--- src/rtl/dma_csr_pkg.sv ---
// Package: bit positions and masks shared by the transfer register unit.
// Assumes a 32-bit status word and a 5-bit control field at the bottom of the control word.
package dma_csr_pkg;

    localparam int WORD_W   = 32;
    localparam int CTL_W    = 5;

    // control field positions
    localparam int CB_IBC   = 4;
    localparam int CB_MNT   = 3;
    localparam int CB_IEN   = 2;
    localparam int CB_ABT   = 1;
    localparam int CB_INI   = 0;

    // status field positions
    localparam int SB_BUSY  = 31;
    localparam int SB_CRD   = 29;
    localparam int SB_PGE   = 19;
    localparam int SB_NED   = 18;
    localparam int SB_CPE   = 17;
    localparam int SB_ATN   = 16;
    localparam int SB_DONE  = 13;
    localparam int SB_ABTD  = 12;
    localparam int SB_LATE  = 11;
    localparam int SB_WCU   = 10;
    localparam int SB_WCL   = 9;
    localparam int SB_MISS  = 8;
    localparam int SB_EXC   = 7;
    localparam int SB_MAP   = 4;
    localparam int SB_ECF   = 3;
    localparam int SB_NRSP  = 1;

    localparam logic [WORD_W-1:0] ONE = {{(WORD_W-1){1'b0}}, 1'b1};

    // every flag that is held until cleared
    localparam logic [WORD_W-1:0] STICKY_MASK =
        (ONE << SB_CRD) | (ONE << SB_PGE) | (ONE << SB_NED) | (ONE << SB_CPE) |
        (ONE << SB_DONE) | (ONE << SB_ABTD) | (ONE << SB_LATE) | (ONE << SB_WCU) |
        (ONE << SB_WCL) | (ONE << SB_MISS) | (ONE << SB_EXC) | (ONE << SB_MAP) |
        (ONE << SB_ECF) | (ONE << SB_NRSP);

    // flags that survive acceptance of a new transfer command
    localparam logic [WORD_W-1:0] KEEP_ON_START = (ONE << SB_MAP) | (ONE << SB_ECF);

    // flags whose setting terminates a running transfer
    localparam logic [WORD_W-1:0] ABORT_MASK =
        (ONE << SB_LATE) | (ONE << SB_WCU) | (ONE << SB_WCL) | (ONE << SB_MISS) |
        (ONE << SB_EXC) | (ONE << SB_MAP) | (ONE << SB_ECF) | (ONE << SB_NRSP);

    typedef enum logic {
        SEL_CTL = 1'b0,
        SEL_STS = 1'b1
    } reg_sel_e;

endpackage

--- src/rtl/dma_csr_ctl.sv ---
// Module: control register with busy interlock.
// Holds ignore-byte-count, maintenance mode and interrupt enable; decodes the
// abort and init strobes. Assumes busy is the registered transfer state.
module dma_csr_ctl
    import dma_csr_pkg::*;
(
    input  logic             clk,
    input  logic             rst_n,
    input  logic             wr_ctl,
    input  logic [CTL_W-1:0] wdata,
    input  logic             busy,
    output logic             init_req,
    output logic             abort_wr,
    output logic             ibc,
    output logic             mmm,
    output logic             ien,
    output logic             refuse_pge,
    output logic             ctl_clear,
    output logic [WORD_W-1:0] ctl_rdata
);

    logic ibc_q, mmm_q, ien_q, clr_q;

    // strobe decode: init overrides abort
    always_comb begin
        init_req   = wr_ctl & wdata[CB_INI];
        abort_wr   = wr_ctl & wdata[CB_ABT] & ~wdata[CB_INI];
        refuse_pge = wr_ctl & ~wdata[CB_INI] & busy &
                     ((wdata[CB_IBC] & ~ibc_q) | (wdata[CB_MNT] & ~mmm_q));
    end

    // control bit storage with the busy interlock on IBC and maintenance mode
    always_ff @(posedge clk) begin
        if (!rst_n || init_req) begin
            ibc_q <= 1'b0;
            mmm_q <= 1'b0;
            ien_q <= 1'b0;
        end else if (wr_ctl) begin
            ien_q <= wdata[CB_IEN];
            if (!busy) begin
                ibc_q <= wdata[CB_IBC];
                mmm_q <= wdata[CB_MNT];
            end
        end
    end

    // one-cycle clear pulse following an init write
    always_ff @(posedge clk) begin
        if (!rst_n) clr_q <= 1'b0;
        else        clr_q <= init_req;
    end

    assign ibc       = ibc_q;
    assign mmm       = mmm_q;
    assign ien       = ien_q;
    assign ctl_clear = clr_q;
    assign ctl_rdata = {{(WORD_W-CTL_W){1'b0}}, ibc_q, mmm_q, ien_q, 2'b00};

    // interlocked bits hold while busy
    p_refuse_hold_r3: assert property (@(posedge clk) disable iff (!rst_n)
        (wr_ctl && busy && !init_req) |=> ($stable(ibc_q) && $stable(mmm_q)));

    // init leaves every control bit clear and raises the clear pulse
    p_init_ctl_r2: assert property (@(posedge clk) disable iff (!rst_n)
        init_req |=> (!ibc_q && !mmm_q && !ien_q && clr_q));

endmodule

--- src/rtl/dma_csr_seq.sv ---
// Module: transfer sequencer.
// Tracks busy, detects normal end and abort, reports command interlock errors
// and produces the abort pulse and the overflow interrupt pulse.
// Assumes err_hit already reflects every abort-class flag being set this cycle.
module dma_csr_seq (
    input  logic clk,
    input  logic rst_n,
    input  logic init_req,
    input  logic cmd_take,
    input  logic ld_wr,
    input  logic ibc,
    input  logic abort_wr,
    input  logic err_hit,
    input  logic ev_end,
    input  logic ev_ovf,
    output logic busy,
    output logic start_ok,
    output logic done_set,
    output logic abort_set,
    output logic seq_pge,
    output logic abort_req,
    output logic ovf_irq
);

    logic busy_q, abt_q, ovf_q;
    logic abort_now, end_now;

    // termination and start decisions for this cycle
    always_comb begin
        abort_now = busy_q & (err_hit | abort_wr);
        end_now   = busy_q & ~abort_now & (ev_end | (ev_ovf & ~ibc));
        start_ok  = cmd_take & ~busy_q;
        done_set  = abort_now | end_now;
        abort_set = abort_now;
        seq_pge   = busy_q & (cmd_take | (ld_wr & ~ibc));
    end

    // busy state
    always_ff @(posedge clk) begin
        if (!rst_n || init_req)        busy_q <= 1'b0;
        else if (start_ok)             busy_q <= 1'b1;
        else if (abort_now || end_now) busy_q <= 1'b0;
    end

    // one-cycle abort request and overflow interrupt pulses
    always_ff @(posedge clk) begin
        if (!rst_n || init_req) begin
            abt_q <= 1'b0;
            ovf_q <= 1'b0;
        end else begin
            abt_q <= abort_now;
            ovf_q <= busy_q & ev_ovf & ibc;
        end
    end

    assign busy      = busy_q;
    assign abort_req = abt_q;
    assign ovf_irq   = ovf_q;

    // any error while busy ends the transfer with an abort pulse
    p_err_abort_r8: assert property (@(posedge clk) disable iff (!rst_n)
        (busy_q && err_hit && !init_req) |=> (!busy_q && abt_q));

    // overflow with ignore-byte-count keeps the transfer alive
    p_ibc_keep_r7: assert property (@(posedge clk) disable iff (!rst_n)
        (busy_q && ibc && ev_ovf && !ev_end && !err_hit && !abort_wr && !init_req)
        |=> busy_q);

    // normal end drops busy without an abort pulse
    p_norm_end_r6: assert property (@(posedge clk) disable iff (!rst_n)
        (busy_q && ev_end && !err_hit && !abort_wr && !init_req) |=> (!busy_q && !abt_q));

endmodule

--- src/rtl/dma_csr_flags.sv ---
// Module: sticky status flag store.
// Applies set events, write-one-to-clear, clear-on-start and init. Set wins
// over any clear in the same cycle except init.
module dma_csr_flags
    import dma_csr_pkg::*;
(
    input  logic              clk,
    input  logic              rst_n,
    input  logic              init_req,
    input  logic              start_ok,
    input  logic [WORD_W-1:0] set_vec,
    input  logic [WORD_W-1:0] w1c_vec,
    output logic [WORD_W-1:0] flags
);

    logic [WORD_W-1:0] q;
    logic [WORD_W-1:0] clr_vec;

    // combine every clear source for this cycle
    always_comb begin
        clr_vec = w1c_vec & STICKY_MASK;
        if (start_ok) clr_vec = clr_vec | (STICKY_MASK & ~KEEP_ON_START);
    end

    // flag update, set has priority over clear
    always_ff @(posedge clk) begin
        if (!rst_n || init_req) q <= '0;
        else                    q <= ((q & ~clr_vec) | set_vec) & STICKY_MASK;
    end

    assign flags = q;

    // init empties the store
    p_init_flags_r2: assert property (@(posedge clk) disable iff (!rst_n)
        init_req |=> (q == '0));

    // a written one without a competing set clears its bit
    p_w1c_clear_r11: assert property (@(posedge clk) disable iff (!rst_n)
        !init_req |=> ((q & $past(w1c_vec & STICKY_MASK & ~set_vec)) == '0));

endmodule

--- src/rtl/dma_csr_unit.sv ---
// Module: transfer control/status register unit (top).
// Decodes the register port, gathers datapath events into flag set vectors,
// and drives the read mux and interrupt request. Assumes single-cycle event
// pulses from a datapath on the same clock.
module dma_csr_unit
    import dma_csr_pkg::*;
#(
    parameter int CMD_W   = 6,
    parameter int N_ATTN  = 8,
    parameter int ILL_LO  = 'h2D,
    parameter int ILL_HI  = 'h3F
) (
    input  logic              clk,
    input  logic              rst_n,
    input  logic              reg_wr,
    input  logic              reg_addr,
    input  logic [WORD_W-1:0] reg_wdata,
    output logic [WORD_W-1:0] reg_rdata,
    input  logic              ld_wr,
    input  logic              cmd_valid,
    input  logic [CMD_W-1:0]  cmd_code,
    input  logic              cmd_xfer,
    input  logic              ev_end,
    input  logic              ev_ovf,
    input  logic              ev_ovr,
    input  logic              ev_und,
    input  logic              ev_wcu,
    input  logic              ev_wcl,
    input  logic              ev_exc,
    input  logic              ev_nrs,
    input  logic              ev_ers,
    input  logic              ev_im,
    input  logic              ev_crd,
    input  logic              ev_ned,
    input  logic [N_ATTN-1:0] attn,
    output logic              busy,
    output logic              abort_req,
    output logic              ctl_clear,
    output logic              maint_mode,
    output logic              irq
);

    localparam logic [CMD_W-1:0] CODE_LO = CMD_W'(ILL_LO);
    localparam logic [CMD_W-1:0] CODE_HI = CMD_W'(ILL_HI);

    logic              wr_ctl, wr_sts;
    logic              init_req, abort_wr, ibc, ien, refuse_pge;
    logic              illegal, cmd_take, err_hit, attn_any;
    logic              start_ok, done_set, abort_set, seq_pge, ovf_irq;
    logic [WORD_W-1:0] ctl_rdata, flags, set_vec, w1c_vec, err_vec;

    // register port decode
    always_comb begin
        wr_ctl   = reg_wr & (reg_sel_e'(reg_addr) == SEL_CTL);
        wr_sts   = reg_wr & (reg_sel_e'(reg_addr) == SEL_STS);
        w1c_vec  = wr_sts ? reg_wdata : '0;
        illegal  = cmd_valid & (cmd_code >= CODE_LO) & (cmd_code <= CODE_HI);
        cmd_take = cmd_valid & cmd_xfer & ~illegal;
        attn_any = |attn;
    end

    // abort-class events, kept apart so the sequencer sees them before registering
    always_comb begin
        err_vec = '0;
        err_vec[SB_LATE] = ev_ovr | ev_und;
        err_vec[SB_WCU]  = ev_wcu;
        err_vec[SB_WCL]  = ev_wcl;
        err_vec[SB_MISS] = illegal;
        err_vec[SB_EXC]  = ev_exc;
        err_vec[SB_MAP]  = ev_im;
        err_vec[SB_ECF]  = ev_ers;
        err_vec[SB_NRSP] = ev_nrs;
        err_hit = |(err_vec & ABORT_MASK);
    end

    // full set vector for the flag store
    always_comb begin
        set_vec = err_vec;
        set_vec[SB_CRD]  = ev_crd;
        set_vec[SB_PGE]  = refuse_pge | seq_pge;
        set_vec[SB_NED]  = ev_ned;
        set_vec[SB_CPE]  = ev_ned;
        set_vec[SB_DONE] = done_set;
        set_vec[SB_ABTD] = abort_set;
    end

    dma_csr_ctl u_ctl (
        .clk        (clk),
        .rst_n      (rst_n),
        .wr_ctl     (wr_ctl),
        .wdata      (reg_wdata[CTL_W-1:0]),
        .busy       (busy),
        .init_req   (init_req),
        .abort_wr   (abort_wr),
        .ibc        (ibc),
        .mmm        (maint_mode),
        .ien        (ien),
        .refuse_pge (refuse_pge),
        .ctl_clear  (ctl_clear),
        .ctl_rdata  (ctl_rdata)
    );

    dma_csr_seq u_seq (
        .clk       (clk),
        .rst_n     (rst_n),
        .init_req  (init_req),
        .cmd_take  (cmd_take),
        .ld_wr     (ld_wr),
        .ibc       (ibc),
        .abort_wr  (abort_wr),
        .err_hit   (err_hit),
        .ev_end    (ev_end),
        .ev_ovf    (ev_ovf),
        .busy      (busy),
        .start_ok  (start_ok),
        .done_set  (done_set),
        .abort_set (abort_set),
        .seq_pge   (seq_pge),
        .abort_req (abort_req),
        .ovf_irq   (ovf_irq)
    );

    dma_csr_flags u_flags (
        .clk      (clk),
        .rst_n    (rst_n),
        .init_req (init_req),
        .start_ok (start_ok),
        .set_vec  (set_vec),
        .w1c_vec  (w1c_vec),
        .flags    (flags)
    );

    // read mux and interrupt level
    always_comb begin
        if (reg_sel_e'(reg_addr) == SEL_CTL) begin
            reg_rdata = ctl_rdata;
        end else begin
            reg_rdata = flags;
            reg_rdata[SB_BUSY] = busy;
            reg_rdata[SB_ATN]  = attn_any;
        end
        irq = ien & (flags[SB_PGE] | flags[SB_NED] | attn_any |
                     flags[SB_DONE] | flags[SB_ABTD] | ovf_irq);
    end

    // no interrupt without interrupt enable
    p_irq_gate_r13: assert property (@(posedge clk) disable iff (!rst_n)
        !ien |-> !irq);

    // an accepted command makes the unit busy
    p_start_busy_r4: assert property (@(posedge clk) disable iff (!rst_n)
        (cmd_take && !busy && !init_req) |=> busy);

endmodule

--- config.mk ---
export PLATFORM = sky130hd
export DESIGN_NAME = dma_csr_unit
export DESIGN_NICKNAME = d
export VERILOG_FILES = /design/src/rtl/dma_csr_pkg.sv /design/src/rtl/dma_csr_ctl.sv /design/src/rtl/dma_csr_seq.sv /design/src/rtl/dma_csr_flags.sv /design/src/rtl/dma_csr_unit.sv
export SDC_FILE = /design/constraint.sdc
export NUM_CORES = 1
export LEC_CHECK = 0
export CAP_MARGIN = 20
export CORE_ASPECT_RATIO = 0.9
export CORE_UTILIZATION = 34
export DETAILED_ROUTE_END_ITERATION = 8
export MAX_ROUTING_LAYER = met4
export PLACE_DENSITY = 0.87
export SYNTH_ARGS = -nofsm -noshare
export SYNTH_HDL_FRONTEND = slang
export SYNTH_SLANG_ARGS = --single-unit
--- constraint.sdc ---
create_clock -name clk -period 2.1 [get_ports clk]
set_input_delay 0.525 -clock clk [delete_from_list [all_inputs] [get_ports clk]]
set_output_delay 0.525 -clock clk [all_outputs]
set_load 0.05 [all_outputs]
## After elaboration in Yosys (flattened, before gate mapping)

Index checks and enable logic that the tools add are counted.

| word-level totals | value |
|---|---|
| register bits | 21 |
| output and inout bits | 37 |
| logic and storage cells | 68 |
| bits of input ports | 65 |

| cells by class | value |
|---|---|
| order comparisons | 2 |
| bitwise operators | 46 |
| reduce and logical (&&, ||, !) cells | 7 |
| mux-type cells | 5 |

Operators by type and width:

| kind | number |
|---|---|
| $mux W30 | 2 |
| $mux W32 | 1 |
| $and A30 B30 Y30 | 1 |
| $not A30 Y30 | 1 |
| $or A30 B30 Y30 | 1 |
| $and A1 B1 Y1 | 24 |
| $reduce_or A8 Y1 | 2 |
| $or A1 B1 Y1 | 12 |
| $not A1 Y1 | 7 |
| $ge A6 B6 Y1 const B | 1 |
| $le A6 B6 Y1 const B | 1 |
| $logic_or A1 B1 Y1 | 2 |
| $mux W1 | 2 |
| $reduce_and A2 Y1 | 1 |
| $reduce_bool A2 Y1 | 1 |
| $logic_not A1 Y1 | 1 |

## Logic depth before layout (Yosys ltp)

Gate-level depths: netlist of run 1.

| logic depth | value |
|---|---|
| depth in word-level cells | 12 |
| gate-level depth with buffers | 5 |
| depth with buffers taken out | 4 |

## Hierarchy

Synthesis of run 1 repeated with hierarchy kept, for this count alone.

| unflattened totals | value |
|---|---|
| cells, all modules | 244 |
| area total of the unflattened synthesis | 1998.2 µm² |

By module, submodules not included:

| module | times used | sequential area each (µm²) | area an instance (µm²) | cells each |
|---|---|---|---|---|
| dma_csr_unit | 1 | 0.0 | 706.9 | 91 |
| dma_csr_flags | 1 | 280.3 | 689.4 | 78 |
| dma_csr_ctl | 1 | 80.1 | 439.2 | 58 |
| dma_csr_seq | 1 | 60.1 | 162.7 | 17 |

## Worst setup path before layout of run 1

Ideal clock, no wire load.

| timing path | value |
|---|---|
| kind | input port to output port |
| start point | in reg_addr |
| end point | out reg_rdata[4] |
| stages | 3 |
| path slack | -0.375 ns |
| arrival | 1.950 ns |
| required time | 1.575 ns |
| buffers on the path | 2 |
| cells stage by stage | clkbuf_1 -> clkbuf_1 -> o21ai_0 |

| between the ends | value |
|---|---|
| longest elaborated chain between the ends | 1 |

Ends and longest elaborated chain:

| element | line | RTL |
|---|---|---|
| from (decl) | dma_csr_unit.sv:16 | `input logic reg_addr,` |
| $mux W32 | dma_csr_unit.sv:135 | `if (reg_sel_e'(reg_addr) == SEL_CTL) begin` |
| to (decl) | dma_csr_unit.sv:18 | `output logic [WORD_W-1:0] reg_rdata,` |

No other way between the ends.

## Worst setup path in the final report of run 1

| timing path | value |
|---|---|
| start point | in attn[6] |
| end point | out irq |

| between the ends | value |
|---|---|
| longest elaborated chain between the ends | 6 |

Ends and longest elaborated chain:

| element | line | RTL |
|---|---|---|
| from (decl) | dma_csr_unit.sv:35 | `input logic [N_ATTN-1:0] attn,` |
| $reduce_or A8 Y1 | dma_csr_unit.sv:59 | `attn_any = \|attn;` |
| $or A1 B1 Y1 (2 in a row) | dma_csr_unit.sv:142 | `irq = ien & (flags[SB_PGE] \| flags[SB_NED] \| attn_any \|` |
| $or A1 B1 Y1 (2 in a row) | dma_csr_unit.sv:143 | `flags[SB_DONE] \| flags[SB_ABTD] \| ovf_irq);` |
| $and A1 B1 Y1 | dma_csr_unit.sv:142 |  |
| to (decl) | dma_csr_unit.sv:40 | `output logic irq` |

No other way between the ends.

==> results of run 1 <==
Yosys cell counts, types with 2 or more instances:
library cell and number:
sky130_fd_sc_hd__dfxtp_1 21, sky130_fd_sc_hd__a31oi_1 2, sky130_fd_sc_hd__o211a_1 2, sky130_fd_sc_hd__nand2_1 24, sky130_fd_sc_hd__inv_1 4, sky130_fd_sc_hd__a21oi_1 7, sky130_fd_sc_hd__and3_1 2, sky130_fd_sc_hd__nor4_1 4
sky130_fd_sc_hd__buf_4 15, sky130_fd_sc_hd__nor2_1 10, sky130_fd_sc_hd__a32o_1 5, sky130_fd_sc_hd__clkbuf_1 2, sky130_fd_sc_hd__and2_1 17, sky130_fd_sc_hd__o21ai_1 2, sky130_fd_sc_hd__o21ai_0 4
layer usage:
layer | routed length, um | GRT usage (%) | up-vias
met2 | 1674 | 32.98 | 60
met3 | 277 | 5.906 | 7
li1 | - | - | 634
met1 | 1419 | 22.50 | 581
met4 | 46 | 4.762 | 0
met5 | 0 | - | -
cells in the final DEF (no fill, tap or decap), types with 2 or more instances in the layout:
cell type,n
sky130_fd_sc_hd__conb_1,15
sky130_fd_sc_hd__and2_1,16
sky130_fd_sc_hd__nor4_2,2
sky130_fd_sc_hd__o211a_1,2
sky130_fd_sc_hd__nand2_1,24
sky130_fd_sc_hd__inv_1,4
sky130_fd_sc_hd__nor2_1,10
sky130_fd_sc_hd__a21oi_1,7
sky130_fd_sc_hd__buf_4,6
sky130_fd_sc_hd__dlygate4sd2_1,8
sky130_fd_sc_hd__clkbuf_8,3
sky130_fd_sc_hd__and3_1,2
sky130_fd_sc_hd__a31oi_1,2
sky130_fd_sc_hd__o21ai_1,2
sky130_fd_sc_hd__nor4_1,2
sky130_fd_sc_hd__buf_6,3
sky130_fd_sc_hd__o21ai_0,3
sky130_fd_sc_hd__a32o_1,5
sky130_fd_sc_hd__dfxtp_1,20
sky130_fd_sc_hd__clkdlybuf4s50_1,42
sky130_fd_sc_hd__and2_4,2
sky130_fd_sc_hd__buf_12,16
worst paths after layout:
check | start | endpoint | slack (ns) | cells past startpoint
worst max-delay path | attn[6] | irq | -0.003 | 5
worst min-delay path | u_flags.flags[12]$_SDFF_PP0_ | u_flags.flags[12]$_SDFF_PP0_ | 0.47 | 2
worst max register to register | u_seq.busy$_SDFFE_PP0P_ | u_flags.flags[18]$_SDFF_PP0_ | 0.64 | 4
worst min register to register | u_flags.flags[12]$_SDFF_PP0_ | u_flags.flags[12]$_SDFF_PP0_ | 0.47 | 2
kinds of logic (layout without fill, tap and decap cells):
kind of cell           Yosys count  in the layout
DFF                             21             21
and+or+nand+nor                 67             67
buffers and inverters           23             84
AOI/OAI and AO/OA               32             32
muxes                            1              1
other                            1             15
stage by stage:
stage | power, W | instance area [um^2]
after floorplan | 0.0006762 | 1237
after global placement | 0.0008493 | 2052
after detailed placement | 0.0008563 | 2052
after CTS | 0.001112 | 2098
after global routing | 0.001158 | 2121
final | 0.001109 | 2121
report_power, final:
| group | internal (W) | leakage, nW | switching (W) | total (W) |
|---|---|---|---|---|
| Combinational | 0.000189 | 0.702 | 0.000222 | 0.000411 |
| Clock | 0.000135 | 0.0228 | 0.000125 | 0.000260 |
| Sequential | 0.000423 | 0.174 | 0.0000148 | 0.000438 |
| Total | 0.000747 | 0.898 | 0.000362 | 0.00111 |
layout make-up:
| type | instances | area (um^2) | share of cell area, % |
|---|---|---|---|
| Timing Repair Buffer | 76 | 902.1 | 42.54 |
| Multi-Input combinational cell | 115 | 684.4 | 32.27 |
| Tap cell | 42 | 52.55 | 2.478 |
| Clock buffer | 4 | 45.04 | 2.124 |
| Sequential cell | 21 | 421.7 | 19.88 |
| Inverter | 4 | 15.01 | 0.7080 |
worst min-delay path, delay by kind of cell, from the launching register on:
family / cells / cell delay [ns]
compound gates: 1 / 0.05
flops: 1 / 0.32
simple gates: 1 / 0.06
state kept, by name (all words and copies together) (netlist names):
| name | cells |
|---|---|
| u_flags.flags | 14 |
| u_ctl.ctl_clear | 1 |
| u_ctl.ibc | 1 |
| u_ctl.ien | 1 |
| u_ctl.mmm | 1 |
| u_seq.abort_req | 1 |
| u_seq.busy | 1 |
| u_seq.ovf_irq | 1 |
repair_timing:
item | CTS | global route
pin swaps | 5 | 1
endpoints found under the setup margin | 4 | 16
hold endpoints to repair | 0 | 0
resized for setup | 12 | 5
==> results_tabular.tex, run 1 <==
\begin{tabular}{lr}
\hline
Metric & Value \\
\hline
\multicolumn{2}{l}{\textbf{Routing}} \\
Number of iterations in the first detailed-routing pass & 4 \\
DR vias/cell & 4.893 \\
Wirelength, routed & 3418 um \\
1st-iter DRT viols & 35 \\
Wire length per cell & $\sim$13 um \\
Routed via count & between 1000 and 1500 \\
Residual DRC count & 0 \\
Antenna-violating nets left & 0 \\
\multicolumn{2}{l}{\textbf{Clocking}} \\
Clock H-tree levels & 1 \\
Clock tree from TritonCTS & built \\
Number of buffers created by CTS & 3 \\
Maximum clock insertion buffer count & 2 \\
Number of buffers inserted by post-CTS setup repair & 0 \\
Root Driver & sky130\_fd\_sc\_hd\_\_clkbuf\_8 \\
Clock transition at the register clock pins on the worst setup and hold paths after CTS & 0.07 ns \\
Clock network latency to the later pin of the worst-skew pair & about 0.26 ns \\
CTS Hold Buffers Added & 0 \\
Total number of clock tree sinks & 21 \\
\multicolumn{2}{l}{\textbf{Yosys}} \\
Number of distinct standard cells referenced by the synthesized netlist & 39 \\
Post-synthesis share of cell area spent on xor and xnor gates & 0\% \\
Post-Syn Area per Cell & just over 8 um\^{}2 \\
Count of warnings emitted by yosys & 0 \\
Share of the yosys chip area belonging to registers & a little over a third \\
Post-Synthesis Cells & 145 \\
Largest cells by area after synthesis & sky130\_fd\_sc\_hd\_\_dfxtp\_1 (35\%), sky130\_fd\_sc\_hd\_\_buf\_4 (9.5\%), sky130\_fd\_sc\_hd\_\_and2\_1 (9.0\%), sky130\_fd\_sc\_hd\_\_nand2\_1 (7.6\%), sky130\_fd\_sc\_hd\_\_a32o\_1 (4.2\%) \\
Fraction of the mapped netlist area in compound gates & around a fifth \\
Post-Synth Adder-Cell Area & 0\% \\
Library cell with the largest summed area after synthesis & sky130\_fd\_sc\_hd\_\_dfxtp\_1 \\
Fraction of post-synthesis cell area in the top cell type by area & between 30\% and 40\% \\
Fraction of the mapped netlist area in simple logic gates & 30.62\% \\
Flop and latch count out of synthesis & 21 \\
Post-Synthesis Cell Area & around 1200 um\^{}2 \\
Fraction of synthesized area in multiplexers & less than 1\% \\
Largest family of logic cells by synthesized area & simple AND/OR/NAND/NOR gates \\
Prevailing post-synth register cell & sky130\_fd\_sc\_hd\_\_dfxtp\_1 \\
Number of flops mapped to enable cells by yosys & 0 \\
Async SR Flop Fraction & 0\% \\
\multicolumn{2}{l}{\textbf{STA}} \\
Final worst-path cycle share & 100.1\% \\
Count of final hold-check violations & 0 \\
Worst-case headroom to the max-slew limit & roughly 66\% \\
Final setup violation count & 1 \\
Max-slew violation count & 0 \\
Final setup TNS & -0.002795 ns \\
Fmax & 0.4756 GHz \\
Largest clock skew in the final design & 0.001403 ns \\
Worst-Margin Slew & 0.5057 ns \\
Final worst path period need & approximately 2.1 ns \\
Worst hold slack & 0.4702 ns \\
Worst path setup slack after routing & -0.002795 ns \\
Unrepaired setup endpoints after global routing & true \\
\multicolumn{2}{l}{\textbf{Critical path}} \\
Max stage delay cell, worst path & sky130\_fd\_sc\_hd\_\_nor4\_2 \\
Startpoint Class & primary input \\
Data required, critical path & 1.57 ns \\
Crit path arrival time & between 1.5 and 2 ns \\
Critical path start-end classification & primary input to output pin \\
CP max stage delay & $\sim$0.29 ns \\
Critical Path, Cell by Cell & dlygate4sd2\_1, nor4\_2, nand2\_1, o31a\_1, buf\_6 \\
Crit path buffers/inverters & 2 \\
Kind of end point of the critical path & output pin \\
Cell class contributing the biggest share of worst-path delay & simple AND/OR/NAND/NOR gates \\
Largest fanout on the critical path & 2 \\
\multicolumn{2}{l}{\textbf{Placed design}} \\
I/O Buffers & 70 \\
HPWL after DPL & approximately 2800 um \\
Instance count after placement with tap cells included & 258 \\
Minimum setup slack after placement & -0.2250 ns \\
Routability congestion estimate & between 0.8 and 0.9 \\
\multicolumn{2}{l}{\textbf{Final layout}} \\
Number of filler cells placed in the layout & between 200 and 300 \\
Final core occ & between 60\% and 70\% \\
Ratio of cells with drive above 1 in the final layout & about 17\% \\
\# nets final & 286 \\
Number of diodes added for antenna fixing & 0 \\
Layout overhead on the synthesized area & 78.99\% \\
Finished Layout Cells & roughly 260 \\
\multicolumn{2}{l}{\textbf{Global routing}} \\
Initial antenna violation count & 0 \\
Total grt overflow & 0 \\
Via count of the first global-routing pass & 1212 \\
Largest net degree at the start of global routing & 14 \\
Global Route Usage Sum & 19.42\% \\
First-pass GRT wire length & $\sim$5400 um \\
\multicolumn{2}{l}{\textbf{Floorplanning}} \\
Initial Util & a little under two fifths \\
Core footprint & roughly 3200 um\^{}2 \\
Vertical extent of the die & $\sim$58 um \\
Number of standard-cell rows in the floorplan & 19 \\
Die area & around 3700 um\^{}2 \\
I/O pin total & 102 \\
Overall die width & between 60 and 70 um \\
\multicolumn{2}{l}{\textbf{Run status}} \\
Status & finished, violations left \\
Failing checks & negative setup slack \\
\multicolumn{2}{l}{\textbf{Hold path}} \\
Class of the worst hold path & flop to flop \\
\multicolumn{2}{l}{\textbf{Power}} \\
Worst vdd ir & 0.0003930 V \\
Total leakage power & between 0.8 and 0.9 nW \\
Power per cell area & roughly 520 nW/um\^{}2 \\
\multicolumn{2}{l}{\textbf{Flow run}} \\
Maxcap violations & 0 \\
\hline
\end{tabular}
No activity file was read; power rests on OpenSTA's default activity.
==> run 2, diff against run 1 <==
--- a/config.mk
+++ b/config.mk
@@ -6,7 +6,7 @@
 export NUM_CORES = 1
 export LEC_CHECK = 0
 export CAP_MARGIN = 20
-export CORE_ASPECT_RATIO = 0.9
+export CORE_ASPECT_RATIO = 0.8
 export CORE_UTILIZATION = 34
 export DETAILED_ROUTE_END_ITERATION = 8
 export MAX_ROUTING_LAYER = met4
==> run 2 against run 1 <==
  * The run now ends clean
  * Final area is 0.47% higher
  * Die area about the same
  * Via count is 0.78% higher
  * Critical endpoint unchanged
==> results_tabular.tex, run 2 (same netlist as run 1, synthesis figures left out) <==
\begin{tabular}{lr}
\hline
Metric & Value \\
\hline
\multicolumn{2}{l}{\textbf{Floorplanning}} \\
Overall die width & 68 um (was 64.23 um) \\
Number of standard-cell rows in the floorplan & 18 (was 19) \\
Core footprint & 3198 um\^{}2 (was 3186 um\^{}2) \\
Vertical extent of the die & 54.80 um (was 58.01 um) \\
I/O pin total & 102 (unchanged) \\
Initial Util & 37.05\% (was 37.20\%) \\
Die area & 3726 um\^{}2 (was 3725 um\^{}2) \\
\multicolumn{2}{l}{\textbf{STA}} \\
Max-slew violation count & 0 (unchanged) \\
Unrepaired setup endpoints after global routing & false (was true) \\
Final worst-path cycle share & 97.19\% (was 100.1\%) \\
Worst path setup slack after routing & 0.05901 ns (was -0.002795 ns) \\
Final setup violation count & 0 (was 1) \\
Final worst path period need & 2.041 ns (was 2.103 ns) \\
Count of final hold-check violations & 0 (unchanged) \\
Largest clock skew in the final design & 0.003966 ns (was 0.001403 ns) \\
Fmax & 0.4900 GHz (was 0.4756 GHz) \\
Final setup TNS & 0 ns (was -0.002795 ns) \\
\multicolumn{2}{l}{\textbf{Final layout}} \\
Largest register FFs & 14 (unchanged) \\
Commonest cells after routing, fill and taps aside & sky130\_fd\_sc\_hd\_\_clkdlybuf4s50\_1 (42), sky130\_fd\_sc\_hd\_\_nand2\_1 (24), sky130\_fd\_sc\_hd\_\_dfxtp\_1 (20) (unchanged) \\
\# nets final & 291 (was 286) \\
Number of filler cells placed in the layout & 266 (was 272) \\
Number of diodes added for antenna fixing & 0 (unchanged) \\
Ratio of cells with drive above 1 in the final layout & 20.44\% (was 16.82\%) \\
Finished Layout Cells & 265 (was 262) \\
Most common cell after layout, fill and taps aside & sky130\_fd\_sc\_hd\_\_clkdlybuf4s50\_1 (unchanged) \\
Layout overhead on the synthesized area & 79.83\% (was 78.99\%) \\
\multicolumn{2}{l}{\textbf{Critical path}} \\
Cell class contributing the biggest share of worst-path delay & simple AND/OR/NAND/NOR gates (unchanged) \\
Max stage delay cell, worst path & sky130\_fd\_sc\_hd\_\_or4\_4 (was sky130\_fd\_sc\_hd\_\_nor4\_2) \\
Cell depth of the worst flop-to-flop path & 4 (unchanged) \\
Kind of end point of the critical path & output pin (unchanged) \\
Largest fanout on the critical path & 3 (was 2) \\
Crit path buffers/inverters & 1 (was 2) \\
Startpoint Class & flop (was primary input) \\
Endpoint of the worst register-to-register path & u\_flags.flags[18]\$\_SDFF\_PP0\_ (unchanged) \\
Critical Path, Cell by Cell & or4\_4, o31a\_1, buf\_6 (was dlygate4sd2\_1, nor4\_2, nand2\_1, o31a\_1, buf\_6) \\
Critical path start-end classification & flop to output pin (was primary input to output pin) \\
Crit path arrival time & 1.52 ns (was 1.58 ns) \\
CP max stage delay & 0.52 ns (was 0.29 ns) \\
Data required, critical path & 1.57 ns (about the same) \\
Register-to-register path setup slack & 0.59 ns (was 0.64 ns) \\
Launch point of the worst reg-to-reg path & u\_seq.busy\$\_SDFFE\_PP0P\_ (unchanged) \\
\multicolumn{2}{l}{\textbf{Power}} \\
Worst vdd ir & 0.0004037 V (was 0.0003930 V) \\
Total leakage power & 0.9066 nW (was 0.8981 nW) \\
Power per cell area & 524.5 nW/um\^{}2 (was 522.8 nW/um\^{}2) \\
\multicolumn{2}{l}{\textbf{Placed design}} \\
Minimum setup slack after placement & -0.2267 ns (was -0.2250 ns) \\
HPWL after DPL & 2893 um (was 2801 um) \\
I/O Buffers & 70 (unchanged) \\
Instance count after placement with tap cells included & 259 (was 258) \\
Routability congestion estimate & 0.8080 (was 0.8063) \\
\multicolumn{2}{l}{\textbf{Routing}} \\
Routed via count & 1292 (was 1282) \\
Number of iterations in the first detailed-routing pass & 4 (unchanged) \\
Residual DRC count & 0 (unchanged) \\
Wire length per cell & 13.70 um (was 13.05 um) \\
Antenna-violating nets left & 0 (unchanged) \\
1st-iter DRT viols & 37 (was 35) \\
Wirelength, routed & 3630 um (was 3418 um) \\
DR vias/cell & 4.875 (was 4.893) \\
\multicolumn{2}{l}{\textbf{Clocking}} \\
Clock tree from TritonCTS & built (unchanged) \\
Clock network latency to the later pin of the worst-skew pair & 0.26 ns (about the same) \\
Clock transition at the register clock pins on the worst setup and hold paths after CTS & 0.08 ns (was 0.07 ns) \\
Maximum clock insertion buffer count & 2 (unchanged) \\
Root Driver & sky130\_fd\_sc\_hd\_\_clkbuf\_8 (unchanged) \\
Clock H-tree levels & 1 (unchanged) \\
Number of buffers created by CTS & 3 (unchanged) \\
CTS Hold Buffers Added & 0 (unchanged) \\
Total number of clock tree sinks & 21 (unchanged) \\
\multicolumn{2}{l}{\textbf{Hold path}} \\
Number of cells on the worst hold path & 2 (unchanged) \\
End point of the worst hold path & u\_flags.flags[12]\$\_SDFF\_PP0\_ (unchanged) \\
Hold wc startpoint & u\_flags.flags[12]\$\_SDFF\_PP0\_ (unchanged) \\
Class of the worst hold path & flop to flop (unchanged) \\
\multicolumn{2}{l}{\textbf{Flow run}} \\
Maxcap violations & 0 (unchanged) \\
\multicolumn{2}{l}{\textbf{Global routing}} \\
Largest net degree at the start of global routing & 13 (was 14) \\
Via count of the first global-routing pass & 1243 (was 1212) \\
Total grt overflow & 0 (unchanged) \\
First-pass GRT wire length & 5457 um (was 5430 um) \\
Initial antenna violation count & 0 (unchanged) \\
Global Route Usage Sum & 20.80\% (was 19.42\%) \\
\multicolumn{2}{l}{\textbf{Run status}} \\
Status & complete, no violations (was finished, violations left) \\
\hline
\end{tabular}
[run 2: final cells by class]
type                       count  area (um^2)  area share, %
clock buffer                   3        41.29          1.938
clock inverter                 1        5.005         0.2349
inverter                       4        15.01         0.7046
multi-input combinational    115        678.2          31.83
sequential                    21        421.7          19.79
tap                           40        50.05          2.349
timing repair buffer          81        919.6          43.16
[run 2: what timing repair did]
item	4_1_cts	5_1_grt
gates resized for setup	14	12
gates cloned	1	0
setup buffers	1	0
endpoints found under the setup margin	14	2
pin swaps	5	5
[run 2: stage by stage]
| stage | cell area (um^2) | util (%) | hold WS (ns) | power (W) |
|---|---|---|---|---|
| finish | 2131 | 66.63 | 0.4642 | 0.001118 |
| global route | 2131 | 66.63 | 0.4781 | 0.001170 |
| CTS | 2133 | 66.71 | 0.4595 | 0.001124 |
| detailed placement | 2072 | 64.79 | 0.4477 | 0.0008599 |
| global placement | 2072 | 64.79 | 0.4456 | 0.0008532 |
| floorplan | 1237 | - | 0.4307 | 0.0006762 |
[run 2: power by group]
part,switching (W),total [W],internal (W)
sequential,0.0000153,0.000438,0.000423
clock,0.000132,0.000264,0.000132
combinational,0.000223,0.000415,0.000192
total,0.000370,0.00112,0.000747
[run 2: worst reg2reg max path, stage by stage (launching register included)]
cell and delay, ns:
sky130_fd_sc_hd__dfxtp_1 0.54, sky130_fd_sc_hd__nand4bb_1 0.21, sky130_fd_sc_hd__a2bb2oi_2 0.31, sky130_fd_sc_hd__and2_4 0.24
sky130_fd_sc_hd__a32o_1 0.17
[run 2: per-layer routing]
metal | track usage (%) | share of wire [%]
met5 | - | 0
met4 | 1.736 | 0
met2 | 40.03 | 49
met1 | 22.54 | 41
met3 | 4.792 | 9.1
[run 2: how the worst max path moves through the flow]
stage                                  from           end  slack (ns)  cells after the start
2_1_floorplan                      reg_addr  reg_rdata[4]       0.005                      3
3_3_place_gp                        attn[0]           irq       -0.18                      5
4_1_cts        u_flags.flags[19]$_SDFF_PP0_           irq       0.002                      3
5_1_grt        u_flags.flags[12]$_SDFF_PP0_           irq       0.009                      3
3_5_place_dp                        attn[5]           irq       -0.23                      5
6_report       u_flags.flags[12]$_SDFF_PP0_           irq        0.06                      3
==> run 3, diff against run 2 <==
--- a/config.mk
+++ b/config.mk
@@ -8,6 +8,7 @@
 export CAP_MARGIN = 20
 export CORE_ASPECT_RATIO = 0.8
 export CORE_UTILIZATION = 34
+export CTS_BUF_LIST = sky130_fd_sc_hd__clkbuf_16
 export DETAILED_ROUTE_END_ITERATION = 8
 export MAX_ROUTING_LAYER = met4
 export PLACE_DENSITY = 0.87
==> run 3 against run 2 <==
  * Global-route usage increased by 0.91 points
  * Critical path depth unchanged
  * Die area unchanged
  * Non-clock buffer count unchanged
  * Core utilization increased by 1.2 points
  * Count of clock-buffer cells in the layout unchanged
==> results_tabular.tex, run 3 (same netlist as run 1, synthesis figures left out) <==
\begin{tabular}{lr}
\hline
Metric & Value \\
\hline
\multicolumn{2}{l}{\textbf{Global routing}} \\
Gr busiest metal & met2 (unchanged) \\
Largest net degree at the start of global routing & 13 (unchanged) \\
Via count of the first global-routing pass & 1234 (was 1243) \\
Met3 Resource Use GR & 5.000\% (was 4.792\%) \\
Initial antenna violation count & 0 (unchanged) \\
Met2 track demand over resource in global routing & 40.85\% (was 40.03\%) \\
Global Route met1 Usage & 23.63\% (was 22.54\%) \\
First-pass GRT wire length & 5609 um (was 5457 um) \\
Global Route Usage Sum & 21.70\% (was 20.80\%) \\
Total grt overflow & 0 (unchanged) \\
\multicolumn{2}{l}{\textbf{Critical path}} \\
Largest fanout on the critical path & 3 (unchanged) \\
Startpoint Class & flop (unchanged) \\
Kind of end point of the critical path & output pin (unchanged) \\
Crit path arrival time & 1.53 ns (was 1.52 ns) \\
Critical path start-end classification & flop to output pin (unchanged) \\
Data required, critical path & 1.57 ns (about the same) \\
Register-to-register path setup slack & 0.60 ns (was 0.59 ns) \\
Cell depth of the worst flop-to-flop path & 4 (unchanged) \\
\multicolumn{2}{l}{\textbf{STA}} \\
Fmax & 0.4859 GHz (was 0.4900 GHz) \\
Final setup TNS & 0 ns (unchanged) \\
Worst path setup slack after routing & 0.04204 ns (was 0.05901 ns) \\
Count of final hold-check violations & 0 (unchanged) \\
Final setup violation count & 0 (unchanged) \\
Final worst path period need & 2.058 ns (was 2.041 ns) \\
Max-slew violation count & 0 (unchanged) \\
Final worst-path cycle share & 98.00\% (was 97.19\%) \\
Largest clock skew in the final design & 0.003402 ns (was 0.003966 ns) \\
\multicolumn{2}{l}{\textbf{Clocking}} \\
CTS Hold Buffers Added & 0 (unchanged) \\
Maximum clock insertion buffer count & 2 (unchanged) \\
Clock transition at the register clock pins on the worst setup and hold paths after CTS & 0.06 ns (was 0.08 ns) \\
Total number of clock tree sinks & 21 (unchanged) \\
Root Driver & sky130\_fd\_sc\_hd\_\_clkbuf\_16 (was sky130\_fd\_sc\_hd\_\_clkbuf\_8) \\
Clock network latency to the later pin of the worst-skew pair & 0.25 ns (was 0.26 ns) \\
Clock H-tree levels & 1 (unchanged) \\
Clock tree from TritonCTS & built (unchanged) \\
Number of buffers created by CTS & 3 (unchanged) \\
\multicolumn{2}{l}{\textbf{Final layout}} \\
Largest register FFs & 14 (unchanged) \\
Commonest cells after routing, fill and taps aside & sky130\_fd\_sc\_hd\_\_clkdlybuf4s50\_1 (42), sky130\_fd\_sc\_hd\_\_nand2\_1 (24), sky130\_fd\_sc\_hd\_\_dfxtp\_1 (20) (unchanged) \\
Ratio of cells with drive above 1 in the final layout & 20.44\% (unchanged) \\
Area of combinational cells with multiple inputs & 678.2 um\^{}2 (unchanged) \\
Layout overhead on the synthesized area & 83.00\% (was 79.83\%) \\
Number of filler cells placed in the layout & 265 (was 266) \\
Finished Layout Cells & 265 (unchanged) \\
Register area & 421.7 um\^{}2 (unchanged) \\
\# nets final & 291 (unchanged) \\
Most common cell after layout, fill and taps aside & sky130\_fd\_sc\_hd\_\_clkdlybuf4s50\_1 (unchanged) \\
Final core occ & 67.80\% (was 66.63\%) \\
Number of diodes added for antenna fixing & 0 (unchanged) \\
\multicolumn{2}{l}{\textbf{Placed design}} \\
HPWL after DPL & 2893 um (unchanged) \\
Routability congestion estimate & 0.8080 (unchanged) \\
Minimum setup slack after placement & -0.2267 ns (unchanged) \\
I/O Buffers & 70 (unchanged) \\
Instance count after placement with tap cells included & 259 (unchanged) \\
\multicolumn{2}{l}{\textbf{Routing}} \\
Antenna-violating nets left & 0 (unchanged) \\
Routed via count & 1298 (was 1292) \\
1st-iter DRT viols & 43 (was 37) \\
DR vias/cell & 4.898 (was 4.875) \\
Residual DRC count & 0 (unchanged) \\
Number of iterations in the first detailed-routing pass & 4 (unchanged) \\
Wire length per cell & 14.12 um (was 13.70 um) \\
Wirelength, routed & 3742 um (was 3630 um) \\
\multicolumn{2}{l}{\textbf{Floorplanning}} \\
Die area & 3726 um\^{}2 (unchanged) \\
Overall die width & 68 um (unchanged) \\
Initial Util & 37.05\% (unchanged) \\
Core footprint & 3198 um\^{}2 (unchanged) \\
Number of standard-cell rows in the floorplan & 18 (unchanged) \\
I/O pin total & 102 (unchanged) \\
Vertical extent of the die & 54.80 um (unchanged) \\
\multicolumn{2}{l}{\textbf{Hold path}} \\
Class of the worst hold path & flop to flop (unchanged) \\
Number of cells on the worst hold path & 2 (unchanged) \\
\multicolumn{2}{l}{\textbf{Power}} \\
Worst vdd ir & 0.0004139 V (was 0.0004037 V) \\
Total leakage power & 0.9238 nW (was 0.9066 nW) \\
Power per cell area & 580.8 nW/um\^{}2 (was 524.5 nW/um\^{}2) \\
\multicolumn{2}{l}{\textbf{Run status}} \\
Status & complete, no violations (unchanged) \\
\multicolumn{2}{l}{\textbf{Flow run}} \\
Maxcap violations & 0 (unchanged) \\
\hline
\end{tabular}
run 3: cell count changes in the layout (fill, tap and decap cells not counted):
cell,change
sky130_fd_sc_hd__clkbuf_16,+3
sky130_fd_sc_hd__buf_6,+1
sky130_fd_sc_hd__clkbuf_8,-3
sky130_fd_sc_hd__buf_4,-1
run 3: path summary, 6_finish.rpt:
kind                                start                            to
max          u_flags.flags[19]$_SDFF_PP0_                           irq
min          u_flags.flags[12]$_SDFF_PP0_  u_flags.flags[12]$_SDFF_PP0_
max reg2reg       u_seq.busy$_SDFFE_PP0P_  u_flags.flags[18]$_SDFF_PP0_
min reg2reg  u_flags.flags[12]$_SDFF_PP0_  u_flags.flags[12]$_SDFF_PP0_
run 3: report_power, final:
group	internal [W]	leakage [nW]	switching, W
clock network	0.000256	0.0409	0.000148
logic	0.000192	0.709	0.000224
registers	0.000424	0.174	0.0000156
run 3: metal layers:
metal | vias up | routed length, um
li1 | 639 | -
met3 | 0 | 330
met4 | 0 | 0
met2 | 69 | 1890
met5 | - | 0
met1 | 590 | 1521
run 3: cell type report:
type | instances | area share, %
flip-flops and latches | 21 | 19.45
well taps | 40 | 2.308
clock buffers | 3 | 3.462
repair buffers | 81 | 42.59
multi-input cells | 115 | 31.28
clock inverters | 1 | 0.2308
inverters | 4 | 0.6924
run 3: stage by stage:
step           hold WS, ns  total power (W)  cell area [um^2]
2_1_floorplan       0.4307        0.0006762              1237
3_3_place_gp        0.4456        0.0008532              2072
3_5_place_dp        0.4477        0.0008599              2072
4_1_cts             0.4594         0.001266              2167
5_1_grt             0.4766         0.001314              2168
6_report            0.4610         0.001259              2168
run 3: worst max-delay path: stages (launching register included):
cell and delay (ns):
sky130_fd_sc_hd__dfxtp_2 0.33, sky130_fd_sc_hd__or4_4 0.52, sky130_fd_sc_hd__o31a_1 0.27, sky130_fd_sc_hd__buf_6 0.16
run 3: what timing repair did:
action	4_1_cts	5_1_grt
pin swaps	4	4
setup buffers	1	0
gates cloned	1	0
resized for setup	14	13
setup endpoints to repair	14	2
